<file path="src/rtl/dma_pkg.sv">
package dma_pkg;

  typedef enum logic [1:0] {ADJ_INC = 2'd0, ADJ_DEC = 2'd1, ADJ_FIX = 2'd2, ADJ_RLD = 2'd3} adj_e;
  typedef enum logic [1:0] {ST_NOW = 2'd0, ST_VBL = 2'd1, ST_HBL = 2'd2, ST_EVT = 2'd3} start_e;
  typedef enum logic [1:0] {SQ_IDLE = 2'd0, SQ_WAIT = 2'd1, SQ_RD = 2'd2, SQ_WR = 2'd3} seq_e;

  localparam int unsigned CB_DADJ  = 21;
  localparam int unsigned CB_SADJ  = 23;
  localparam int unsigned CB_RPT   = 25;
  localparam int unsigned CB_WORD  = 26;
  localparam int unsigned CB_START = 28;
  localparam int unsigned CB_IRQ   = 30;
  localparam int unsigned CB_EN    = 31;

  localparam logic [1:0] SEL_SRC  = 2'd0;
  localparam logic [1:0] SEL_DST  = 2'd1;
  localparam logic [1:0] SEL_CTRL = 2'd2;

  typedef struct packed {
    logic   en;
    logic   irq;
    start_e start;
    logic   word;
    logic   rpt;
    adj_e   sadj;
    adj_e   dadj;
  } ctrl_s;

  function automatic logic [31:0] ctrl_encode(input ctrl_s c);
    logic [31:0] w;
    w = '0;
    w[CB_EN]          = c.en;
    w[CB_IRQ]         = c.irq;
    w[CB_START +: 2]  = c.start;
    w[CB_WORD]        = c.word;
    w[CB_RPT]         = c.rpt;
    w[CB_SADJ +: 2]   = c.sadj;
    w[CB_DADJ +: 2]   = c.dadj;
    return w;
  endfunction

endpackage

</file>
<file path="src/rtl/dma_regs.sv">
module dma_regs
  import dma_pkg::*;
#(
  parameter int unsigned SRC_AW = 28,
  parameter int unsigned DST_AW = 27,
  parameter int unsigned CNT_W  = 16
) (
  input  logic              clk_i,
  input  logic              rst_ni,
  input  logic              we_i,
  input  logic [1:0]        sel_i,
  input  logic [31:0]       wdata_i,
  input  logic              clr_en_i,
  output logic [SRC_AW-1:0] src_base_o,
  output logic [DST_AW-1:0] dst_base_o,
  output ctrl_s             ctrl_o,
  output logic [CNT_W-1:0]  count_o,
  output logic              arm_o,
  output logic              abort_o,
  output start_e            arm_start_o,
  output logic [CNT_W-1:0]  arm_count_o,
  output logic [31:0]       rdata_o
);

  logic [SRC_AW-1:0] src_q;
  logic [DST_AW-1:0] dst_q;
  ctrl_s             ctrl_q, wr_ctrl;
  logic [CNT_W-1:0]  count_q;
  logic              ctrl_wr;
  logic              unused_wdata;

  assign unused_wdata = ^wdata_i;
  assign ctrl_wr      = we_i && (sel_i == SEL_CTRL);

  always_comb begin
    wr_ctrl.en    = wdata_i[CB_EN];
    wr_ctrl.irq   = wdata_i[CB_IRQ];
    wr_ctrl.start = start_e'(wdata_i[CB_START +: 2]);
    wr_ctrl.word  = wdata_i[CB_WORD];
    wr_ctrl.rpt   = wdata_i[CB_RPT];
    wr_ctrl.sadj  = adj_e'(wdata_i[CB_SADJ +: 2]);
    wr_ctrl.dadj  = adj_e'(wdata_i[CB_DADJ +: 2]);
  end

  assign arm_o       = ctrl_wr && wr_ctrl.en;
  assign abort_o     = ctrl_wr && !wr_ctrl.en;
  assign arm_start_o = wr_ctrl.start;
  assign arm_count_o = wdata_i[CNT_W-1:0];

  always_ff @(posedge clk_i or negedge rst_ni) begin
    if (!rst_ni) begin
      src_q   <= '0;
      dst_q   <= '0;
      ctrl_q  <= '0;
      count_q <= '0;
    end else begin
      if (we_i && sel_i == SEL_SRC) src_q <= wdata_i[SRC_AW-1:0];
      if (we_i && sel_i == SEL_DST) dst_q <= wdata_i[DST_AW-1:0];
      if (ctrl_wr) begin
        ctrl_q  <= wr_ctrl;
        count_q <= wdata_i[CNT_W-1:0];
      end else if (clr_en_i) begin
        ctrl_q.en <= 1'b0;
      end
    end
  end

  always_comb begin
    case (sel_i)
      SEL_SRC:  rdata_o = {{(32-SRC_AW){1'b0}}, src_q};
      SEL_DST:  rdata_o = {{(32-DST_AW){1'b0}}, dst_q};
      SEL_CTRL: rdata_o = ctrl_encode(ctrl_q) | {{(32-CNT_W){1'b0}}, count_q};
      default:  rdata_o = '0;
    endcase
  end

  assign src_base_o = src_q;
  assign dst_base_o = dst_q;
  assign ctrl_o     = ctrl_q;
  assign count_o    = count_q;

endmodule

</file>
<file path="src/rtl/dma_addr_gen.sv">
module dma_addr_gen
  import dma_pkg::*;
#(
  parameter int unsigned AW        = 28,
  parameter bit          RELOAD_OK = 1'b0
) (
  input  logic          clk_i,
  input  logic          rst_ni,
  input  logic          load_i,
  input  logic [AW-1:0] base_i,
  input  logic          step_i,
  input  logic          reload_i,
  input  adj_e          adj_i,
  input  logic          word_i,
  output logic [AW-1:0] addr_o
);

  logic [AW-1:0] addr_q, addr_step, delta;
  logic          do_reload;

  assign delta = {{(AW-3){1'b0}}, word_i, ~word_i, 1'b0};

  always_comb begin
    case (adj_i)
      ADJ_DEC: addr_step = addr_q - delta;
      ADJ_FIX: addr_step = addr_q;
      default: addr_step = addr_q + delta;
    endcase
  end

  generate
    if (RELOAD_OK) begin : g_reload
      assign do_reload = reload_i && (adj_i == ADJ_RLD);
    end else begin : g_noreload
      // code 3 is plain increment here
      assign do_reload = reload_i & 1'b0;
    end
  endgenerate

  always_ff @(posedge clk_i or negedge rst_ni) begin
    if (!rst_ni)        addr_q <= '0;
    else if (load_i)    addr_q <= base_i;
    else if (do_reload) addr_q <= base_i;
    else if (step_i)    addr_q <= addr_step;
  end

  assign addr_o = addr_q;

endmodule

</file>
<file path="src/rtl/dma_seq.sv">
module dma_seq
  import dma_pkg::*;
#(
  parameter int unsigned CNT_W = 16
) (
  input  logic             clk_i,
  input  logic             rst_ni,
  input  logic             arm_i,
  input  logic             abort_i,
  input  start_e           arm_start_i,
  input  logic [CNT_W-1:0] arm_count_i,
  input  ctrl_s            ctrl_i,
  input  logic [CNT_W-1:0] count_i,
  input  logic             vblank_i,
  input  logic             hblank_i,
  input  logic             event_i,
  input  logic             mem_ready_i,
  input  logic [31:0]      mem_rdata_i,
  output seq_e             state_o,
  output logic [31:0]      data_o,
  output logic             step_o,
  output logic             reload_o,
  output logic             clr_en_o,
  output logic             irq_o
);

  seq_e           st_q, st_d;
  logic [CNT_W:0] cnt_q, cnt_d;
  logic [31:0]    data_q;
  logic           irq_q, last, done, trig, rearm, hold;

  function automatic logic [CNT_W:0] full_cnt(input logic [CNT_W-1:0] c);
    return (c == '0) ? {1'b1, {CNT_W{1'b0}}} : {1'b0, c};
  endfunction

  always_comb begin
    case (ctrl_i.start)
      ST_VBL:  trig = vblank_i;
      ST_HBL:  trig = hblank_i;
      ST_EVT:  trig = event_i;
      default: trig = 1'b0;
    endcase
  end

  assign hold     = arm_i || abort_i;
  assign last     = (cnt_q == {{CNT_W{1'b0}}, 1'b1});
  assign rearm    = ctrl_i.rpt && (ctrl_i.start == ST_VBL || ctrl_i.start == ST_HBL);
  assign step_o   = (st_q == SQ_WR) && mem_ready_i && !hold;
  assign done     = step_o && last;
  assign reload_o = done && rearm;
  assign clr_en_o = done && !rearm;

  always_comb begin
    st_d  = st_q;
    cnt_d = cnt_q;
    if (arm_i) begin
      cnt_d = full_cnt(arm_count_i);
      st_d  = (arm_start_i == ST_NOW) ? SQ_RD : SQ_WAIT;
    end else if (abort_i) begin
      st_d = SQ_IDLE;
    end else begin
      case (st_q)
        SQ_WAIT: if (trig) st_d = SQ_RD;
        SQ_RD:   if (mem_ready_i) st_d = SQ_WR;
        SQ_WR: begin
          if (mem_ready_i) begin
            if (last) begin
              if (rearm) begin
                cnt_d = full_cnt(count_i);
                st_d  = SQ_WAIT;
              end else begin
                st_d = SQ_IDLE;
              end
            end else begin
              cnt_d = cnt_q - 1'b1;
              st_d  = SQ_RD;
            end
          end
        end
        default: ;
      endcase
    end
  end

  always_ff @(posedge clk_i or negedge rst_ni) begin
    if (!rst_ni) begin
      st_q   <= SQ_IDLE;
      cnt_q  <= '0;
      data_q <= '0;
      irq_q  <= 1'b0;
    end else begin
      st_q  <= st_d;
      cnt_q <= cnt_d;
      irq_q <= done && ctrl_i.irq;
      if (st_q == SQ_RD && mem_ready_i && !hold)
        data_q <= ctrl_i.word ? mem_rdata_i : {16'h0000, mem_rdata_i[15:0]};
    end
  end

  assign state_o = st_q;
  assign data_o  = data_q;
  assign irq_o   = irq_q;

endmodule

</file>
<file path="src/rtl/dma_channel.sv">
module dma_channel
  import dma_pkg::*;
#(
  parameter int unsigned SRC_AW = 28,
  parameter int unsigned DST_AW = 27,
  parameter int unsigned CNT_W  = 16
) (
  input  logic        clk_i,
  input  logic        rst_ni,
  input  logic        reg_we_i,
  input  logic [1:0]  reg_sel_i,
  input  logic [31:0] reg_wdata_i,
  output logic [31:0] reg_rdata_o,
  input  logic        vblank_i,
  input  logic        hblank_i,
  input  logic        event_i,
  output logic        mem_req_o,
  output logic        mem_we_o,
  output logic        mem_size_o,
  output logic [31:0] mem_addr_o,
  output logic [31:0] mem_wdata_o,
  input  logic [31:0] mem_rdata_i,
  input  logic        mem_ready_i,
  output logic        irq_o
);

  logic [SRC_AW-1:0] src_base, src_ptr;
  logic [DST_AW-1:0] dst_base, dst_ptr;
  ctrl_s             ctrl;
  logic [CNT_W-1:0]  count, arm_count;
  start_e            arm_start;
  seq_e              state;
  logic              arm, abort, clr_en, step, reload;

  dma_regs #(.SRC_AW(SRC_AW), .DST_AW(DST_AW), .CNT_W(CNT_W)) u_regs (
    .clk_i       (clk_i),
    .rst_ni      (rst_ni),
    .we_i        (reg_we_i),
    .sel_i       (reg_sel_i),
    .wdata_i     (reg_wdata_i),
    .clr_en_i    (clr_en),
    .src_base_o  (src_base),
    .dst_base_o  (dst_base),
    .ctrl_o      (ctrl),
    .count_o     (count),
    .arm_o       (arm),
    .abort_o     (abort),
    .arm_start_o (arm_start),
    .arm_count_o (arm_count),
    .rdata_o     (reg_rdata_o)
  );

  dma_seq #(.CNT_W(CNT_W)) u_seq (
    .clk_i       (clk_i),
    .rst_ni      (rst_ni),
    .arm_i       (arm),
    .abort_i     (abort),
    .arm_start_i (arm_start),
    .arm_count_i (arm_count),
    .ctrl_i      (ctrl),
    .count_i     (count),
    .vblank_i    (vblank_i),
    .hblank_i    (hblank_i),
    .event_i     (event_i),
    .mem_ready_i (mem_ready_i),
    .mem_rdata_i (mem_rdata_i),
    .state_o     (state),
    .data_o      (mem_wdata_o),
    .step_o      (step),
    .reload_o    (reload),
    .clr_en_o    (clr_en),
    .irq_o       (irq_o)
  );

  dma_addr_gen #(.AW(SRC_AW), .RELOAD_OK(1'b0)) u_src (
    .clk_i    (clk_i),
    .rst_ni   (rst_ni),
    .load_i   (arm),
    .base_i   (src_base),
    .step_i   (step),
    .reload_i (reload),
    .adj_i    (ctrl.sadj),
    .word_i   (ctrl.word),
    .addr_o   (src_ptr)
  );

  dma_addr_gen #(.AW(DST_AW), .RELOAD_OK(1'b1)) u_dst (
    .clk_i    (clk_i),
    .rst_ni   (rst_ni),
    .load_i   (arm),
    .base_i   (dst_base),
    .step_i   (step),
    .reload_i (reload),
    .adj_i    (ctrl.dadj),
    .word_i   (ctrl.word),
    .addr_o   (dst_ptr)
  );

  assign mem_req_o  = (state == SQ_RD) || (state == SQ_WR);
  assign mem_we_o   = (state == SQ_WR);
  assign mem_size_o = ctrl.word;
  assign mem_addr_o = (state == SQ_WR) ? {{(32-DST_AW){1'b0}}, dst_ptr}
                                       : {{(32-SRC_AW){1'b0}}, src_ptr};

endmodule

</file>
<file path="config.mk">
export PLATFORM = sky130hd
export DESIGN_NAME = dma_channel
export DESIGN_NICKNAME = d
export VERILOG_FILES = /design/src/rtl/dma_pkg.sv /design/src/rtl/dma_regs.sv /design/src/rtl/dma_addr_gen.sv /design/src/rtl/dma_seq.sv /design/src/rtl/dma_channel.sv
export SDC_FILE = /design/constraint.sdc
export NUM_CORES = 1
export LEC_CHECK = 0
export ABC_AREA = 0
export ABC_CLOCK_PERIOD_IN_PS = 4520
export BUFFER_PORTS_ARGS = -buffer_cell sky130_fd_sc_hd__buf_2
export CAP_MARGIN = 30
export CORE_AREA = 2 2 167 128
export CTS_CLUSTER_DIAMETER = 80
export DETAILED_ROUTE_END_ITERATION = 10
export DIE_AREA = 0 0 169 130
export GPL_ROUTABILITY_DRIVEN = 0
export PLACE_DENSITY = 0.86
export RECOVER_POWER = 50
export SLEW_MARGIN = 5
export SYNTH_ARGS = -nofsm -noshare
export SYNTH_HDL_FRONTEND = slang
export SYNTH_SLANG_ARGS = --single-unit
</file>
<file path="constraint.sdc">
create_clock -name clk_i -period 4.52 [get_ports clk_i]
set_input_delay 0.452 -clock clk_i [delete_from_list [all_inputs] [get_ports clk_i]]
set_output_delay 0.452 -clock clk_i [all_outputs]
set_load 0.005 [all_outputs]
</file>
==> impl_metrics.toml, run 1 <==
[clocking]
cts_buffers = 17
cts.sink_count = 188
h-tree-depth = 4
post_cts_resized = 0
cts_tree = "built"
clockBufferDepth = 2
clk_pin_slew_ns = 0.07
clkLatencyLatePin_ns = 0.45
cts_root_buffer = "clkbuf_16"

[floorplan]
core_area_um2 = 20600
start_util_pct = 56.34
io_pins = 173
die_y_um = 130
dieWidth_um = 169
fp-row-count = 46
die-area_um2 = 21970

[synth]
netlist.area_leader.share_pct = 40.53
ys_ff_latch = 188
yosysSeqAreaShare_pct = 40.53
synth_edf_count = 0
synthMostInstantiatedCell = "nand2_1"
yosys_warnings = 0
syn_area_per_cell_um2 = 8.985
synth_area_leader_cell = "dfrtp_1"
syn_area_um2 = 11610
ys_async_sr_fraction_pct = 100.0
synthCells = 1292
ys_types = 72
ys_top_cells_by_count = "194 x nand2_1, 188 x dfrtp_1, 101 x mux2_2, 98 x nor2_1, 96 x o21ai_0"
synth_area_leaders = "dfrtp_1 41%, mux2_2 9.8%, nand2_1 6.3%"
synthFlopType = "dfrtp_1"

[global_routing]
busiest_layer = "met2"
grt_use_met2_pct = 50.46
grtUsageTotal_pct = 32.39
grt_pass1_vias = 10171
antenna_found_initial = 0
met3_usage_pct = 7.370
grt_util_met1_pct = 44.85
grt_overflow = 0
grt_pass1_wl_mm = 55.52
grt_start_max_net_pins = 73

[power]
seqPwrFrac_pct = 38.0
pwr-share-clk_pct = 18.7
switching_power_mw = 3.485
switching_share_pct = 43.75
internal_power_mw = 4.480
leakage_nw = 5.908
power_density_nw_per_um2 = 601.4
combPwrFrac_pct = 43.3
vdd_drop_max_mv = 0.2672

[sta]
drv_slew = 191
period_needed_ns = 3.774
fmax_mhz = 264.9
slew_headroom_pct = -25.51
fin_crit_sh_pct = 83.50
hold_viol_final = 0
setup_viol = 0
skew_ns = 0.009637
tightest_slew_ns = 1.883
tns_ns = 0
rsz0062_at_grt = "no"

[route]
antenna_left = 0
vias_per_cell = 6.655
drt-initial-drc-count = 1733
firstDrtPassIters = 6
routed_wl_mm = 35.93
vias = 11321
drc = 0
wire_per_inst_um = 21.12

[final_layout]
drive_gt1_share_pct = 21.99
nNetsFinal = 1533
fin_area_um2 = 13240
n_antenna_cell = 0
area_growth_pct = 14.08

[outcome]
outcome = "finished, violations left"
failed_checks = "max-capacitance violations, max-slew violations"

[critical_path]
criticalPathCategory = "input pin to flop"
critPathLaunch = "reg_sel_i[1]"
start_kind = "input pin"
r2r_start = "u_regs.ctrl_o[3]$_DFFE_PN0N_"
arrival_ns = 4.15
required_ns = 4.90
cp_max_fo = 33
endpoint_kind = "flop"

[placement]
dpl.hpwl_mm = 25.90
numPortBuffers = 168
placed_cell_area_um2 = 12730

[hold_path]
hold_class = "input pin to flop"
min_from = "mem_rdata_i[8]"

[flow_run]
drv_cap = 5
[kinds of logic (layout without fill, tap and decap cells)]
group	after synthesis	after routing	synth area share [%]
XOR/XNOR	26	26	1.962
multiplexers	132	132	12.47
buffers and inverters	105	247	3.535
flip-flops	188	188	40.53
AO/OA/AOI/OAI	299	299	16.56
adder cells (fa/ha/maj)	36	36	4.010
other	1	4	0.03230
AND/OR/NAND/NOR	505	505	20.91
[cells in the final DEF (no fill, tap or decap), types with 8 or more instances in the layout]
cell type,instances
xnor2_1,13
o31ai_1,8
buf_4,17
nor2_1,98
o21ai_0,96
mux2_2,100
nor2b_1,8
a21o_1,13
nand2_1,194
dfrtp_1,188
a22oi_1,9
a221o_1,14
a21oi_1,59
nor4_1,20
and3_1,16
buf_2,144
nand3_1,38
a221oi_1,9
nand4_1,19
inv_1,20
a31oi_1,19
or3_1,10
nor3b_1,14
a211oi_1,9
nand2b_1,11
xor2_1,13
clkbuf_16,17
nor3_1,30
mux2i_1,31
ha_1,34
and2_1,13
clkbuf_1,27
o22ai_1,11
[worst paths after layout]
path	endpoint	slack, ns	depth (start not counted)
worst max register to register	u_src.addr_o[24]$_DFFE_PN0P_	1.22	10
worst min-delay path	u_seq.data_o[8]$_DFFE_PN0P_	0.20	3
worst min register to register	u_seq.data_o[26]$_DFFE_PN0P_	0.47	2
min in group asynchronous	u_dst.addr_o[25]$_DFFE_PN0P_	0.53	2
worst max-delay path	u_seq.data_o[29]$_DFFE_PN0P_	0.75	7
max in group asynchronous	u_regs.src_base_o[4]$_DFFE_PN0P_	1.61	4
[timing repair]
action,4_1_cts,5_1_grt
hold endpoints to repair,10,0
hold buffers,1,0
buffers inserted,0,0
[layout make-up]
type / count / area, um^2
clock buffer: 17 / 425.4
clock inverter: 15 / 155.1
fill: 1604 / 7362
inverter: 21 / 78.83
multi-input combinational: 1002 / 6524
sequential: 188 / 4705
tap: 264 / 330.3
timing repair buffer: 194 / 1025
[sequential cells by signal (all words and copies together) (netlist names)]
signal             count
u_src.addr_o          28
u_regs.dst_base_o     27
u_seq.state_o          2
u_dst.addr_o          27
u_seq.data_o          32
u_seq.cnt_q           17
u_seq.irq_o            1
u_regs.ctrl_o         10
u_regs.src_base_o     28
u_regs.count_o        16
[stage by stage]
| stage | hold slack [ns] | power, mW | instances | setup WS (ns) | utilization (%) |
|---|---|---|---|---|---|
| CTS | 0.1868 | 7.865 | 1701 | 1.296 | 64.63 |
| detailed placement | 0.4549 | 6.349 | 1668 | 1.377 | 61.77 |
| finish | 0.1962 | 7.964 | 1701 | 0.7457 | 64.27 |
| floorplan | 0.1564 | 5.047 | 1295 | 1.023 | - |
| global placement | 0.4454 | 6.176 | 1665 | 1.477 | 61.43 |
| global route | 0.1924 | 8.412 | 1701 | 0.6407 | 64.27 |
[power by group through the flow]
stage	clock network, mW	registers, mW	logic [mW]
floorplan	0	2.65	2.40
global route	1.56	3.07	3.78
detailed placement	0	2.98	3.36
finish	1.49	3.02	3.45
global placement	0	2.95	3.22
CTS	1.50	2.96	3.41
[per-layer routing]
layer / vias up / part of all wire (%)
met1: 5435 / 39
li1: 4973 / -
met3: 115 / 12
met5: - / 0
met2: 798 / 45
met4: 0 / 3.6
[worst max-delay path, stage by stage]
cell	delay [ns]
clkbuf_1	1.11
and3b_1	0.47
clkbuf_1	1.20
or3_1	0.52
buf_8	0.23
nand2_1	0.08
nand2_1	0.08
Power figures use the tool's default switching activity.
==> run 2: changes to the inputs <==
--- a/config.mk
+++ b/config.mk
@@ -5,16 +5,16 @@
 export SDC_FILE = /design/constraint.sdc
 export NUM_CORES = 1
 export LEC_CHECK = 0
-export ABC_AREA = 0
-export ABC_CLOCK_PERIOD_IN_PS = 4520
+export ABC_AREA = 1
+export ABC_CLOCK_PERIOD_IN_PS = 3300
 export BUFFER_PORTS_ARGS = -buffer_cell sky130_fd_sc_hd__buf_2
 export CAP_MARGIN = 30
-export CORE_AREA = 2 2 167 128
+export CORE_AREA = 2 2 181 139
 export CTS_CLUSTER_DIAMETER = 80
 export DETAILED_ROUTE_END_ITERATION = 10
-export DIE_AREA = 0 0 169 130
+export DIE_AREA = 0 0 183 141
 export GPL_ROUTABILITY_DRIVEN = 0
-export PLACE_DENSITY = 0.86
+export PLACE_DENSITY = 0.83
 export RECOVER_POWER = 50
 export SLEW_MARGIN = 5
 export SYNTH_ARGS = -nofsm -noshare
==> constraint.sdc (replaced) <==
create_clock -name clk_i -period 3.3 [get_ports clk_i]
set_input_delay 0.33 -clock clk_i [delete_from_list [all_inputs] [get_ports clk_i]]
set_output_delay 0.33 -clock clk_i [all_outputs]
set_load 0.005 [all_outputs]
==> run 2 against run 1 <==
The run still ends with max-capacitance violations, max-slew violations left. Setup slack got worse by 0.23 ns. Routed wire length rose by 17%. Power rose by 42%. Sequential power rose by 23%. Sequential share of layout area fell by 2.6 points. Via count rose by 21%. Register-to-register slack got worse by 0.70 ns. Largest power group unchanged.
==> impl_metrics.toml, run 2 <==
[final_layout]
fin_area_um2 = 14280
most-common-layout-cells = "631 x nand2_1, 205 x inv_1, 188 x dfrtp_1"
area_growth_pct = 13.69
utilization_pct = 58.82
final_cells = 2318
largest_register_ffs = 32
n_antenna_cell = 0
drive_gt1_share_pct = 11.57
nNetsFinal = 2102
fillCellCount = 2225
final_common_cell = "nand2_1"

[sta]
finalWorstSetupSlack_ns = 0.5169
holdWs_ns = 0.07035
tns_ns = 0
hold_viol_final = 0
slew_headroom_pct = -59.48
rsz0062_at_grt = "no"
fmax_mhz = 359.3
fin_crit_sh_pct = 84.34
tightest_slew_ns = 2.392
drv_slew = 89
skew_ns = 0.01457
setup_viol = 0
period_needed_ns = 2.783

[clocking]
cts_root_buffer = "clkbuf_16"
h-tree-depth = 4
cts_buffers = 17
cts.sink_count = 188
cts_setup_buffers = 0
clk_pin_slew_ns = 0.08
clockBufferDepth = 2
cts_tree = "built"
clkLatencyLatePin_ns = 0.45

[synth]
synth_edf_count = 0
synth-adder-area-share_pct = 3.706
synthCells = 1853
synth_area_leaders = "dfrtp_1 37%, nand2_1 19%, o21ai_0 6.9%"
ys_types = 42
synth_compound_area_share_pct = 17.43
yosys.area_share.simple_pct = 30.58
ys_top_cells_by_count = "630 x nand2_1, 204 x inv_1, 188 x dfrtp_1, 174 x o21ai_0, 134 x nor2_1"
muxShareOfSynthArea_pct = 0
synthXorXnorAreaFrac_pct = 1.604
netlist.area_leader.share_pct = 37.46
syn_area_um2 = 12560
synthMostInstantiatedCell = "nand2_1"
ys_ff_latch = 188
synthFlopType = "dfrtp_1"
yosys_warnings = 0
synth_top_family_by_area = "simple AND/OR/NAND/NOR gates"
synth_area_leader_cell = "dfrtp_1"
syn_area_per_cell_um2 = 6.778
ys_async_sr_fraction_pct = 100.0
yosysSeqAreaShare_pct = 37.46

[floorplan]
fp-row-count = 50
start_util_pct = 51.74
dieWidth_um = 183
core_area_um2 = 24270
die-area_um2 = 25800
io_pins = 173
die_y_um = 141

[route]
drt-initial-drc-count = 2189
routed_wl_mm = 42.10
drc = 0
firstDrtPassIters = 7
vias = 13665
wire_per_inst_um = 18.16
vias_per_cell = 5.895
antenna_left = 0

[global_routing]
met3_usage_pct = 9.067
grt_pass1_wl_mm = 66.60
grt_pass1_vias = 12429
antenna_found_initial = 1
grt_util_met1_pct = 47.70
grt_start_max_net_pins = 90
grt_overflow = 0
grtUsageTotal_pct = 32.79
grt_use_met2_pct = 47.33
busiest_layer = "met1"

[critical_path]
cp_common_cell = "nand2_1"
start_kind = "flop"
cp_max_fo = 19
cpPeakStageDelay_ns = 0.44
critPathSlowestCell = "dfrtp_1"
endpoint_kind = "flop"
criticalPathCategory = "flop to flop"
critPathTopFamily = "simple AND/OR/NAND/NOR gates"
required_ns = 3.63
critPathBufInv = 4
arrival_ns = 3.11
cp_cell_sequence = "nor2_2 -> buf_4 -> inv_1 -> nor2_1 -> inv_1 -> fa_1 -> inv_1 -> nand3_1 -> nand2_1 -> nand2_1 -> nand2_1 -> nand2_1 -> o211ai_1 -> xor2_1 -> o21ai_1 -> nand2_1"

[power]
finalPower_mw = 11.27
power_density_nw_per_um2 = 789.3
vdd_drop_max_mv = 0.4834
leakage_nw = 7.573

[placement]
numPortBuffers = 168
dpl.hpwl_mm = 31.25
dp.cells = 2285
placed_cell_area_um2 = 13660
pre_cts_ws_ns = 0.6254

[hold_path]
hold_class = "input pin to flop"

[outcome]
outcome = "finished, violations left"
failed_checks = "max-capacitance violations, max-slew violations"

[flow_run]
drv_cap = 1
run 2: where the power goes:
part | internal [mW] | switching, mW
Clock | 1.23 | 1.04
Sequential | 3.00 | 0.693
Combinational | 1.82 | 3.48
Total | 6.05 | 5.21
run 2: path summary, 6_finish.rpt:
path | start | endpoint | slack (ns) | depth (start not counted)
hold reg to reg | u_seq.data_o[8]$_DFFE_PN0P_ | u_seq.data_o[8]$_DFFE_PN0P_ | 0.48 | 2
max in group asynchronous | rst_ni | u_regs.dst_base_o[15]$_DFFE_PN0P_ | 0.58 | 3
min in group asynchronous | rst_ni | u_dst.addr_o[16]$_DFFE_PN0P_ | 1.13 | 2
hold / removal | mem_rdata_i[7] | u_seq.data_o[7]$_DFFE_PN0P_ | 0.07 | 3
setup reg to reg | u_regs.ctrl_o[3]$_DFFE_PN0N_ | u_src.addr_o[15]$_DFFE_PN0P_ | 0.52 | 16
setup / recovery | u_regs.ctrl_o[3]$_DFFE_PN0N_ | u_src.addr_o[15]$_DFFE_PN0P_ | 0.52 | 16
run 2: final cells by class:
type	count	area, um^2	share of cell area [%]
clock buffers	17	425.4	2.979
clock inverters	15	226.5	1.586
inverters	211	792.0	5.547
multi-input cells	1380	6713	47.01
flip-flops and latches	188	4705	32.95
well taps	312	390.4	2.734
repair buffers	195	1027	7.194
run 2: routing by layer:
metal	vias to the layer above	share of wire, %	wire (um)
li1	6304	-	-
met1	6369	42	17840
met2	905	42	17600
met3	87	13	5572
met4	0	2.6	1089
met5	-	0	0
run 2: worst min-delay path: stages:
cell and delay, ns:
buf_2 0.07, nand2_1 0.04, nand2_1 0.04
run 2: repair_timing:
action | CTS | global route
resized for setup | 0 | 0
hold buffers | 1 | 0
hold endpoints to repair | 27 | 0
run 2: cell families (layout without fill, tap and decap cells):
| group | Yosys count | after routing |
|---|---|---|
| AND/OR/NAND/NOR | 943 | 943 |
| AO/OA/AOI/OAI | 374 | 374 |
| buffers and inverters | 288 | 438 |
| flip-flops | 188 | 188 |
| adder cells (fa/ha/maj) | 36 | 36 |
| XOR/XNOR | 23 | 23 |
| other | 1 | 4 |
